==> src/rtl/marb_pkg.sv <==
package marb_pkg;

  // Number of stored pair bits for n requesters.
  function automatic int tri_size(input int n);
    return n * (n - 1) / 2;
  endfunction

  // Position of the pair (hi, lo), hi > lo, inside the packed triangle.
  function automatic int tri_pos(input int hi, input int lo);
    return hi * (hi - 1) / 2 + lo;
  endfunction

endpackage

==> src/rtl/marb_state.sv <==
// Stored pair bits. Bit tri_pos(hi,lo) set means requester hi outranks lo.
module marb_state #(
  parameter int N   = 4,
  parameter int TRI = marb_pkg::tri_size(N)
) (
  input  logic           clk,
  input  logic           rst,
  input  logic           upd,
  input  logic [N-1:0]   win,
  output logic [TRI-1:0] pair_q
);

  logic [TRI-1:0] pair_d;

  for (genvar hi = 1; hi < N; hi++) begin : g_row
    for (genvar lo = 0; lo < hi; lo++) begin : g_col
      localparam int P = marb_pkg::tri_pos(hi, lo);
      // Winner row cleared, winner column set; others keep value.
      always_comb begin
        pair_d[P] = pair_q[P];
        if (upd) begin
          if (win[hi])      pair_d[P] = 1'b0;
          else if (win[lo]) pair_d[P] = 1'b1;
        end
      end
    end
  end

  // Reset value zero: every lower index outranks every higher index.
  always_ff @(posedge clk) begin
    if (rst) pair_q <= '0;
    else     pair_q <= pair_d;
  end

endmodule

==> src/rtl/marb_beats.sv <==
// Expand the stored triangle into a full outranking table:
// beats[a*N+b] set means requester a outranks requester b.
module marb_beats #(
  parameter int N   = 4,
  parameter int TRI = marb_pkg::tri_size(N)
) (
  input  logic [TRI-1:0] pair_q,
  output logic [N*N-1:0] beats
);

  for (genvar a = 0; a < N; a++) begin : g_a
    for (genvar b = 0; b < N; b++) begin : g_b
      if (a > b) begin : g_stored
        assign beats[a*N+b] = pair_q[marb_pkg::tri_pos(a, b)];
      end else if (a < b) begin : g_mirror
        assign beats[a*N+b] = ~pair_q[marb_pkg::tri_pos(b, a)];
      end else begin : g_diag
        assign beats[a*N+b] = 1'b0;
      end
    end
  end

endmodule

==> src/rtl/marb_pick.sv <==
// Each asserted request disables those it outranks; survivors are granted.
module marb_pick #(
  parameter int N = 4
) (
  input  logic [N-1:0]   req,
  input  logic [N*N-1:0] beats,
  output logic [N-1:0]   gnt
);

  logic [N-1:0] blocked;

  always_comb begin
    for (int i = 0; i < N; i++) begin
      blocked[i] = 1'b0;
      for (int j = 0; j < N; j++) begin
        blocked[i] = blocked[i] | (req[j] & beats[j*N+i]);
      end
      gnt[i] = req[i] & ~blocked[i];
    end
  end

endmodule

==> src/rtl/lrs_matrix_arb.sv <==
module lrs_matrix_arb #(
  parameter int N = 4
) (
  input  logic         clk,
  input  logic         rst,
  input  logic [N-1:0] req,
  input  logic         adv,
  output logic [N-1:0] gnt
);

  localparam int TRI = marb_pkg::tri_size(N);

  logic [TRI-1:0] pair_q;
  logic [N*N-1:0] beats;
  logic           upd;

  assign upd = adv & (|gnt);

  marb_state #(.N(N), .TRI(TRI)) u_state (
    .clk   (clk),
    .rst   (rst),
    .upd   (upd),
    .win   (gnt),
    .pair_q(pair_q)
  );

  marb_beats #(.N(N), .TRI(TRI)) u_beats (
    .pair_q(pair_q),
    .beats (beats)
  );

  marb_pick #(.N(N)) u_pick (
    .req  (req),
    .beats(beats),
    .gnt  (gnt)
  );

endmodule

==> config.mk <==
export PLATFORM = sky130hd
export DESIGN_NAME = lrs_matrix_arb
export DESIGN_NICKNAME = d
export VERILOG_FILES = /design/src/rtl/marb_pkg.sv /design/src/rtl/marb_state.sv /design/src/rtl/marb_beats.sv /design/src/rtl/marb_pick.sv /design/src/rtl/lrs_matrix_arb.sv
export SDC_FILE = /design/constraint.sdc
export NUM_CORES = 1
export LEC_CHECK = 0
export BUFFER_PORTS_ARGS = -buffer_cell sky130_fd_sc_hd__buf_2
export CORE_AREA = 2 2 39 41
export DETAILED_ROUTE_END_ITERATION = 8
export DIE_AREA = 0 0 41 43
export GPL_TIMING_DRIVEN = 0
export PLACE_DENSITY = 0.5
export SLEW_MARGIN = 40
export SYNTH_ARGS = -nofsm -noshare
export SYNTH_HDL_FRONTEND = slang
export SYNTH_SLANG_ARGS = --single-unit
==> constraint.sdc <==
create_clock -name clk -period 0.99 [get_ports clk]
set_input_delay 0.198 -clock clk [delete_from_list [all_inputs] [get_ports clk]]
set_output_delay 0.198 -clock clk [all_outputs]
set_load 0.02 [all_outputs]
; ---- Word level (Yosys, flattened, before mapping)
; Index checks and enable logic that the tools add are counted.
; Widths: inputs -> output; s select.
[totals]
word_cells = 63
regBits = 6
out_inout_bits = 4
[classes]
mux = 9
n_reduce_logical = 13
bitwise = 35
[ops]
columns = cell, n
row1 = $and 1x1->1, 17
row2 = $reduce_and 2->1, 6
row3 = $reduce_bool 2->1, 6
row4 = $not 1->1, 10
row5 = $mux 1, 9
row6 = $or 1x1->1, 8
row7 = $reduce_or 4->1, 1

; ---- Depth between registers and ports, before layout
; Gate-level depths: netlist of run 1.
[depth]
depth_word = 9
ltp_mapped = 3

; ---- Modules after synthesis
; Synthesis of run 1 repeated with hierarchy kept, for this count alone.
[unflattened]
cells_unflattened = 50
hier_area_um2 = 400.4
[modules_own_cells]
columns = module, n_inst, cells_per_inst, area_per_inst_um2
row1 = marb_state, 1, 20, 202.7
row2 = marb_beats, 1, 17, 101.3
row3 = marb_pick, 1, 12, 85.1
row4 = lrs_matrix_arb, 1, 1, 11.3

; ---- Least setup slack after synthesis of run 1
; OpenSTA, ideal clock, no wires.
[synth_timing]
path_kind = reg-to-output
startpoint = register u_state.pair_q[4]
endpoint = output gnt[3]
required_ns = 0.792
stages_incl_launch_ff = 3
setup_slack_ns = -0.420
t_arrival_ns = 1.212
path_buffers = 0
path_cell_list = dfxtp_1 -> nor2b_4 -> nor4b_1
[synth_between]
elab_chain_cells = 6
[synth_lines]
columns = element, line
row1 = from (decl), marb_state.sv:10  ; output logic [TRI-1:0] pair_q
row2 = from (signal assigned), marb_state.sv:32  ; else pair_q <= pair_d;
row3 = $not 1->1, marb_beats.sv:16  ; assign beats[a*N+b] = ~pair_q[marb_pkg::tri_pos(b, a)];
row4 = $and 1x1->1, marb_pick.sv:16  ; blocked[i] = blocked[i] | (req[j] & beats[j*N+i]);
row5 = $or 1x1->1 (2 in a row), marb_pick.sv:16
row6 = $not 1->1, marb_pick.sv:18  ; gnt[i] = req[i] & ~blocked[i];
row7 = $and 1x1->1, marb_pick.sv:18
row8 = to (decl), lrs_matrix_arb.sv:8  ; output logic [N-1:0] gnt
; No other way between the ends.

; ---- Final worst setup path of run 1
[layout_timing]
startpoint = register u_state.pair_q[3]
endpoint = output gnt[3]
; The elaborated chain is that of the path after synthesis.

==> results of run 1 <==
==> timing repair <==
action,CTS,global route
setup buffers,3,1
pin swaps,6,9
endpoints found under the setup margin,8,10
resized for setup,14,9
==> logic make-up (layout without fill, tap and decap cells) <==
| family | Yosys count | count (layout) | synth area share [%] |
|---|---|---|---|
| AO/OA/AOI/OAI | 10 | 10 | 28.5 |
| buffers and inverters | 1 | 18 | 1.06 |
| AND/OR/NAND/NOR | 20 | 20 | 36.6 |
| flip-flops | 6 | 6 | 33.8 |
==> report_power, final <==
part	switching [uW]	internal, uW
clock	81.2	137
sequential	18.3	261
combinational	106	120
==> through the flow <==
step	TNS (ns)	util [%]	hold WS, ns	cells
after CTS	-1.19	39.1	0.155	69
after detailed placement	-0.810	32.7	0.421	63
after global routing	-1.83	43.1	0.164	70
after global placement	-0.841	32.7	0.422	63
after floorplan	-0.0231	-	0.277	37
final	-1.42	43.1	0.165	70
==> cell usage after synthesis (all sizes together), types with 2 or more instances <==
master  count  area, um2
nor2        2       7.51
and3        2       12.5
dfxtp       6        120
nand2       5       18.8
a41oi       4       35.0
nand2b      3       18.8
nor2b       4       40.0
==> cell type report <==
type | instances | area [um2] | area share [%]
Multi-Input combinational cell | 30 | 317 | 53.0
Sequential cell | 6 | 129 | 21.6
Timing Repair Buffer | 14 | 105 | 17.6
Clock buffer | 3 | 22.5 | 3.77
Tap cell | 16 | 20.0 | 3.35
Inverter | 1 | 3.75 | 0.629
==> worst min path at each step <==
stage                     start                 to  slack (ns)  depth (start not counted)
after floorplan             rst  u_state.pair_q[0]        0.28                          1
after global placement      rst  u_state.pair_q[0]        0.42                          2
after detailed placement    rst  u_state.pair_q[0]        0.42                          2
after CTS                   rst  u_state.pair_q[0]        0.16                          2
after global routing        rst  u_state.pair_q[0]        0.16                          2
final                       rst  u_state.pair_q[0]        0.17                          2
==> per-layer routing <==
layer | global-route usage [%] | routed length, um | vias up
met2 | 21.9 | 516 | 7
met3 | 6.28 | 28 | 2
met4 | 8.00 | 14 | 0
li1 | - | - | 176
met1 | 11.0 | 399 | 166
met5 | 0 | 0 | -
==> placed cells by master, fill, tap and decap left out, types with 2 or more instances in the layout <==
cell type  instances
a41oi_2            3
nor2b_4            2
clkbuf_4           3
nor2_1             2
dfxtp_2            4
and3_4             2
buf_2              6
buf_6              4
nand2b_4           3
buf_4              4
nand2_1            4
==> worst max-delay path, cell delays in order (launching register included) <==
cell     delay [ns]
dfxtp_2        0.35
nor2b_4        0.05
nor4b_4        0.25
buf_4          0.17
==> impl_metrics.env, run 1 <==
export IMPL_fmax_mhz=783
export IMPL_reg_top3="u_state.pair_q (6)"
export IMPL_die_h_um=43
export IMPL_post_route_period_util_pct=129
export IMPL_layout_nets=63
export IMPL_start_util_pct=25.7
export IMPL_post_route_cell_area_um2=597
export IMPL_grt_pass1_vias=358
export IMPL_die_w_um=41
export IMPL_synthFlopType="dfxtp_1"
export IMPL_grt_usage_pct=12.9
export IMPL_yosysSeqAreaShare_pct=33.8
export IMPL_r2r_cells=4
export IMPL_maxCapViolations=0
export IMPL_dieArea_mm2=0.00176
export IMPL_cts_root_buf="clkbuf_4"
export IMPL_cts_tree="yes"
export IMPL_dpl_worst_slack_ns=-0.182
export IMPL_dp_hpwl_um=668
export IMPL_layout_drive_gt1_share_pct=72.2
export IMPL_syn_to_final_growth_pct=68.0
export IMPL_grt_max_degree=8
export IMPL_status="finished with violations"
export IMPL_violations="setup timing"
export IMPL_coreArea_mm2=0.00138
export IMPL_antenna_found_initial=0
export IMPL_gr_total_overflow=0
export IMPL_yosysWarnings=0
export IMPL_h_tree_depth=1
export IMPL_hp_class="in2reg"
export IMPL_worst_endpoint_required_ns=0.79
export IMPL_clkLatencyLatePin_ns=0.24
export IMPL_rows=14
export IMPL_hold_buffers=0
export IMPL_drt_pre_antenna_iters=2
export IMPL_endpoint="gnt[3]"
export IMPL_crit_path_start="u_state.pair_q[3]"
export IMPL_start_kind="flop"
export IMPL_slew_headroom_pct=79.5
export IMPL_fin_crit_ns=1.28
export IMPL_cp_end_kind="output port"
export IMPL_synth_cell_area_um2=355
export IMPL_n_antenna_cell=0
export IMPL_syn_inst=37
export IMPL_fillers=132
export IMPL_hold_viol=0
export IMPL_largest_register="u_state.pair_q"
export IMPL_io_pins=11
export IMPL_path_clk_slew_ns=0.04
export IMPL_cts_max_path_buffers=2
export IMPL_crit_type="reg2out"
export IMPL_rsz0062_at_grt="yes"
export IMPL_cp_max_fo=3
export IMPL_syn_area_per_cell_um2=9.60
export IMPL_largest_reg_flops=6
export IMPL_grt_pass1_wl_mm=1.44
export IMPL_synth_nets=44
export IMPL_finClkSkew_ns=0.00523
export IMPL_worstReg2RegEnd="u_state.pair_q[4]"
export IMPL_finalPower_uw=724
export IMPL_async_reset_ff_share_pct=0
export IMPL_layout_setup_ws_ns=-0.287
export IMPL_report_final_setup_viol=8
export IMPL_tightest_slew_ns=0.307
export IMPL_r2r_start="u_state.pair_q[4]"
export IMPL_arrival_ns=1.08
export IMPL_antenna_left=0
export IMPL_slew_viol_final=0
export IMPL_p_leak_uw=0.000249
export IMPL_route_vias_total=351
export IMPL_synth_cell_types=19
export IMPL_drt_initial_drc_count=3
export IMPL_port_buffers=10
export IMPL_drc=0
export IMPL_powerDensity_mw_per_mm2=1210
export IMPL_synth_edf_count=0
export IMPL_worst_ir_drop_vdd_v=0.000700
export IMPL_wl_um=959
export IMPL_vias_per_cell=5.01
export IMPL_ff2ff_setup_slack_ns=-0.21
export IMPL_routabilityCongestion=0.750
export IMPL_numCtsBuffers=3
export IMPL_cts_sinks=6
export IMPL_place_area_um2=453
export IMPL_yosys_register_bits=6
export IMPL_detail_route_wl_per_cell_um=13.7
Note: power is estimated with default switching activity, not from simulation.
==> run 2: changes to the inputs <==
SLEW_MARGIN = default   (was 40)
clock period = 1.1 ns   (was 0.99 ns; I/O delays follow)
==> run 2 against run 1 <==
  * Hold slack better by 0.023 ns
  * Core utilization decreased by 1.3 points
  * Clock skew decreased by 0.0045 ns
  * Critical path depth did not move
  * Final cell count unchanged
  * First-iteration DRC count is 100% lower
  * Worst setup slack better by 0.10 ns
  * The flow still finishes with violations (setup timing)
==> impl_metrics.env, run 2 (same netlist as run 1, synthesis figures left out) <==
export IMPL_hold_viol=0
export IMPL_crit_type="reg2out"
export IMPL_drc=0
export IMPL_slew_viol_final=0
export IMPL_route_vias_total=353
export IMPL_ff2ff_setup_slack_ns=-0.08
export IMPL_dieArea_mm2=0.00176
export IMPL_start_kind="flop"
export IMPL_worst_endpoint_required_ns=0.88
export IMPL_port_buffers=10
export IMPL_slew_headroom_pct=80.8
export IMPL_arrival_ns=1.06
export IMPL_mostFrequentLayoutCells="6 x buf_2, 5 x dfxtp_2, 4 x nand2_1, 4 x buf_4, 4 x buf_6"
export IMPL_cts_tree="yes"
export IMPL_n_antenna_cell=0
export IMPL_powerDensity_mw_per_mm2=1110
export IMPL_grt_pass1_wl_mm=1.62
export IMPL_clockPowerShare_pct=30.5
export IMPL_io_pins=11
export IMPL_largest_reg_flops=6
export IMPL_drt_initial_drc_count=0
export IMPL_post_route_period_util_pct=117
export IMPL_layout_nets=63
export IMPL_fin_crit_ns=1.28
export IMPL_layout_drive_gt1_share_pct=68.5
export IMPL_p_comb_share_pct=30.1
export IMPL_layout_setup_ws_ns=-0.183
export IMPL_syn_to_final_growth_pct=63.0
export IMPL_fmax_mhz=780
export IMPL_dp_cells=63
export IMPL_worst_ir_drop_vdd_v=0.000418
export IMPL_cts_root_buf="clkbuf_4"
export IMPL_detail_route_wl_per_cell_um=13.0
export IMPL_power_frac_seq_pct=39.4
export IMPL_antenna_found_initial=0
export IMPL_swShare_pct=28.0
export IMPL_grt_use_met3_pct=1.57
export IMPL_reg_top3="u_state.pair_q (6)"
export IMPL_final_cells=70
export IMPL_hold_buffers=0
export IMPL_rows=14
export IMPL_path_clk_slew_ns=0.04
export IMPL_tightest_slew_ns=0.287
export IMPL_gr_total_overflow=0
export IMPL_h_tree_depth=1
export IMPL_cp_max_fo=3
export IMPL_whs_path_depth=2
export IMPL_whs_ns=0.189
export IMPL_rsz0062_at_grt="yes"
export IMPL_use_met1_pct=15.5
export IMPL_report_final_setup_viol=5
export IMPL_grt_busiest_layer="met2"
export IMPL_coreArea_mm2=0.00138
export IMPL_r2r_cells=4
export IMPL_p_int_uw=461
export IMPL_clkLatencyLatePin_ns=0.24
export IMPL_cts_sinks=6
export IMPL_die_w_um=41
export IMPL_cp_end_kind="output port"
export IMPL_routabilityCongestion=0.674
export IMPL_drt_pre_antenna_iters=1
export IMPL_die_h_um=43
export IMPL_largest_register="u_state.pair_q"
export IMPL_finClkSkew_ns=0.000764
export IMPL_grt_max_degree=8
export IMPL_grt_pass1_vias=403
export IMPL_grt_usage_pct=13.5
export IMPL_dp_hpwl_um=685
export IMPL_antenna_left=0
export IMPL_grtUsageMet2_pct=21.3
export IMPL_layout_commonest_cell="buf_2"
export IMPL_power_switching_uw=179
export IMPL_start_util_pct=25.7
export IMPL_hp_class="in2reg"
export IMPL_wl_um=910
export IMPL_violations="setup timing"
export IMPL_finalPower_uw=640
export IMPL_p_leak_uw=0.000249
export IMPL_vias_per_cell=5.04
export IMPL_cts_max_path_buffers=2
export IMPL_status="finished with violations"
export IMPL_maxCapViolations=0
export IMPL_numCtsBuffers=3
==> run 2: cell type report <==
| cell class | instances | area [um2] |
|---|---|---|
| fillers | 149 | 805 |
| repair buffers | 14 | 105 |
| flip-flops and latches | 6 | 130 |
| multi-input cells | 30 | 298 |
| well taps | 16 | 20.0 |
| clock buffers | 3 | 22.5 |
| inverters | 1 | 3.75 |
==> run 2: layer usage <==
layer,vias to the layer above,part of all wire (%)
li1,176,-
met1,166,42
met2,9,52
met3,2,5.7
met4,0,0.55
met5,-,0
==> run 2: path summary, 6_finish.rpt <==
check | from | endpoint
setup / recovery | u_state.pair_q[3] | gnt[3]
hold / removal | rst | u_state.pair_q[0]
setup reg to reg | u_state.pair_q[4] | u_state.pair_q[4]
hold reg to reg | u_state.pair_q[2] | u_state.pair_q[2]
==> run 2: power groups by stage <==
stage | logic (uW) | registers, uW | clock network (uW)
after global routing | 210 | 254 | 228
final | 192 | 252 | 195
after detailed placement | 138 | 251 | 0
after floorplan | 94.5 | 248 | 0
after CTS | 187 | 252 | 211
after global placement | 137 | 251 | 0
==> run 2: what timing repair did <==
item | CTS | global route
pin swaps | 7 | 6
setup endpoints to repair | 5 | 10
gates resized for setup | 18 | 7
buffers inserted | 5 | 1
==> run 2: metrics by stage <==
| stage | instance area [um2] | worst slack, ns | util (%) | setup TNS, ns |
|---|---|---|---|---|
| 6_report | 579 | -0.183 | 41.9 | -0.694 |
| 3_3_place_gp | 440 | -0.152 | 31.8 | -0.349 |
| 3_5_place_dp | 440 | -0.123 | 31.8 | -0.361 |
| 4_1_cts | 567 | -0.207 | 41.0 | -0.828 |
| 5_1_grt | 579 | -0.260 | 41.9 | -1.03 |
| 2_1_floorplan | 370 | 0.0247 | - | 0 |
==> run 2: critical path, cell delays in order (launching register included) <==
cell and delay, ns:
dfxtp_2 0.35, nor2b_4 0.05, nor4b_4 0.25, buf_4 0.17
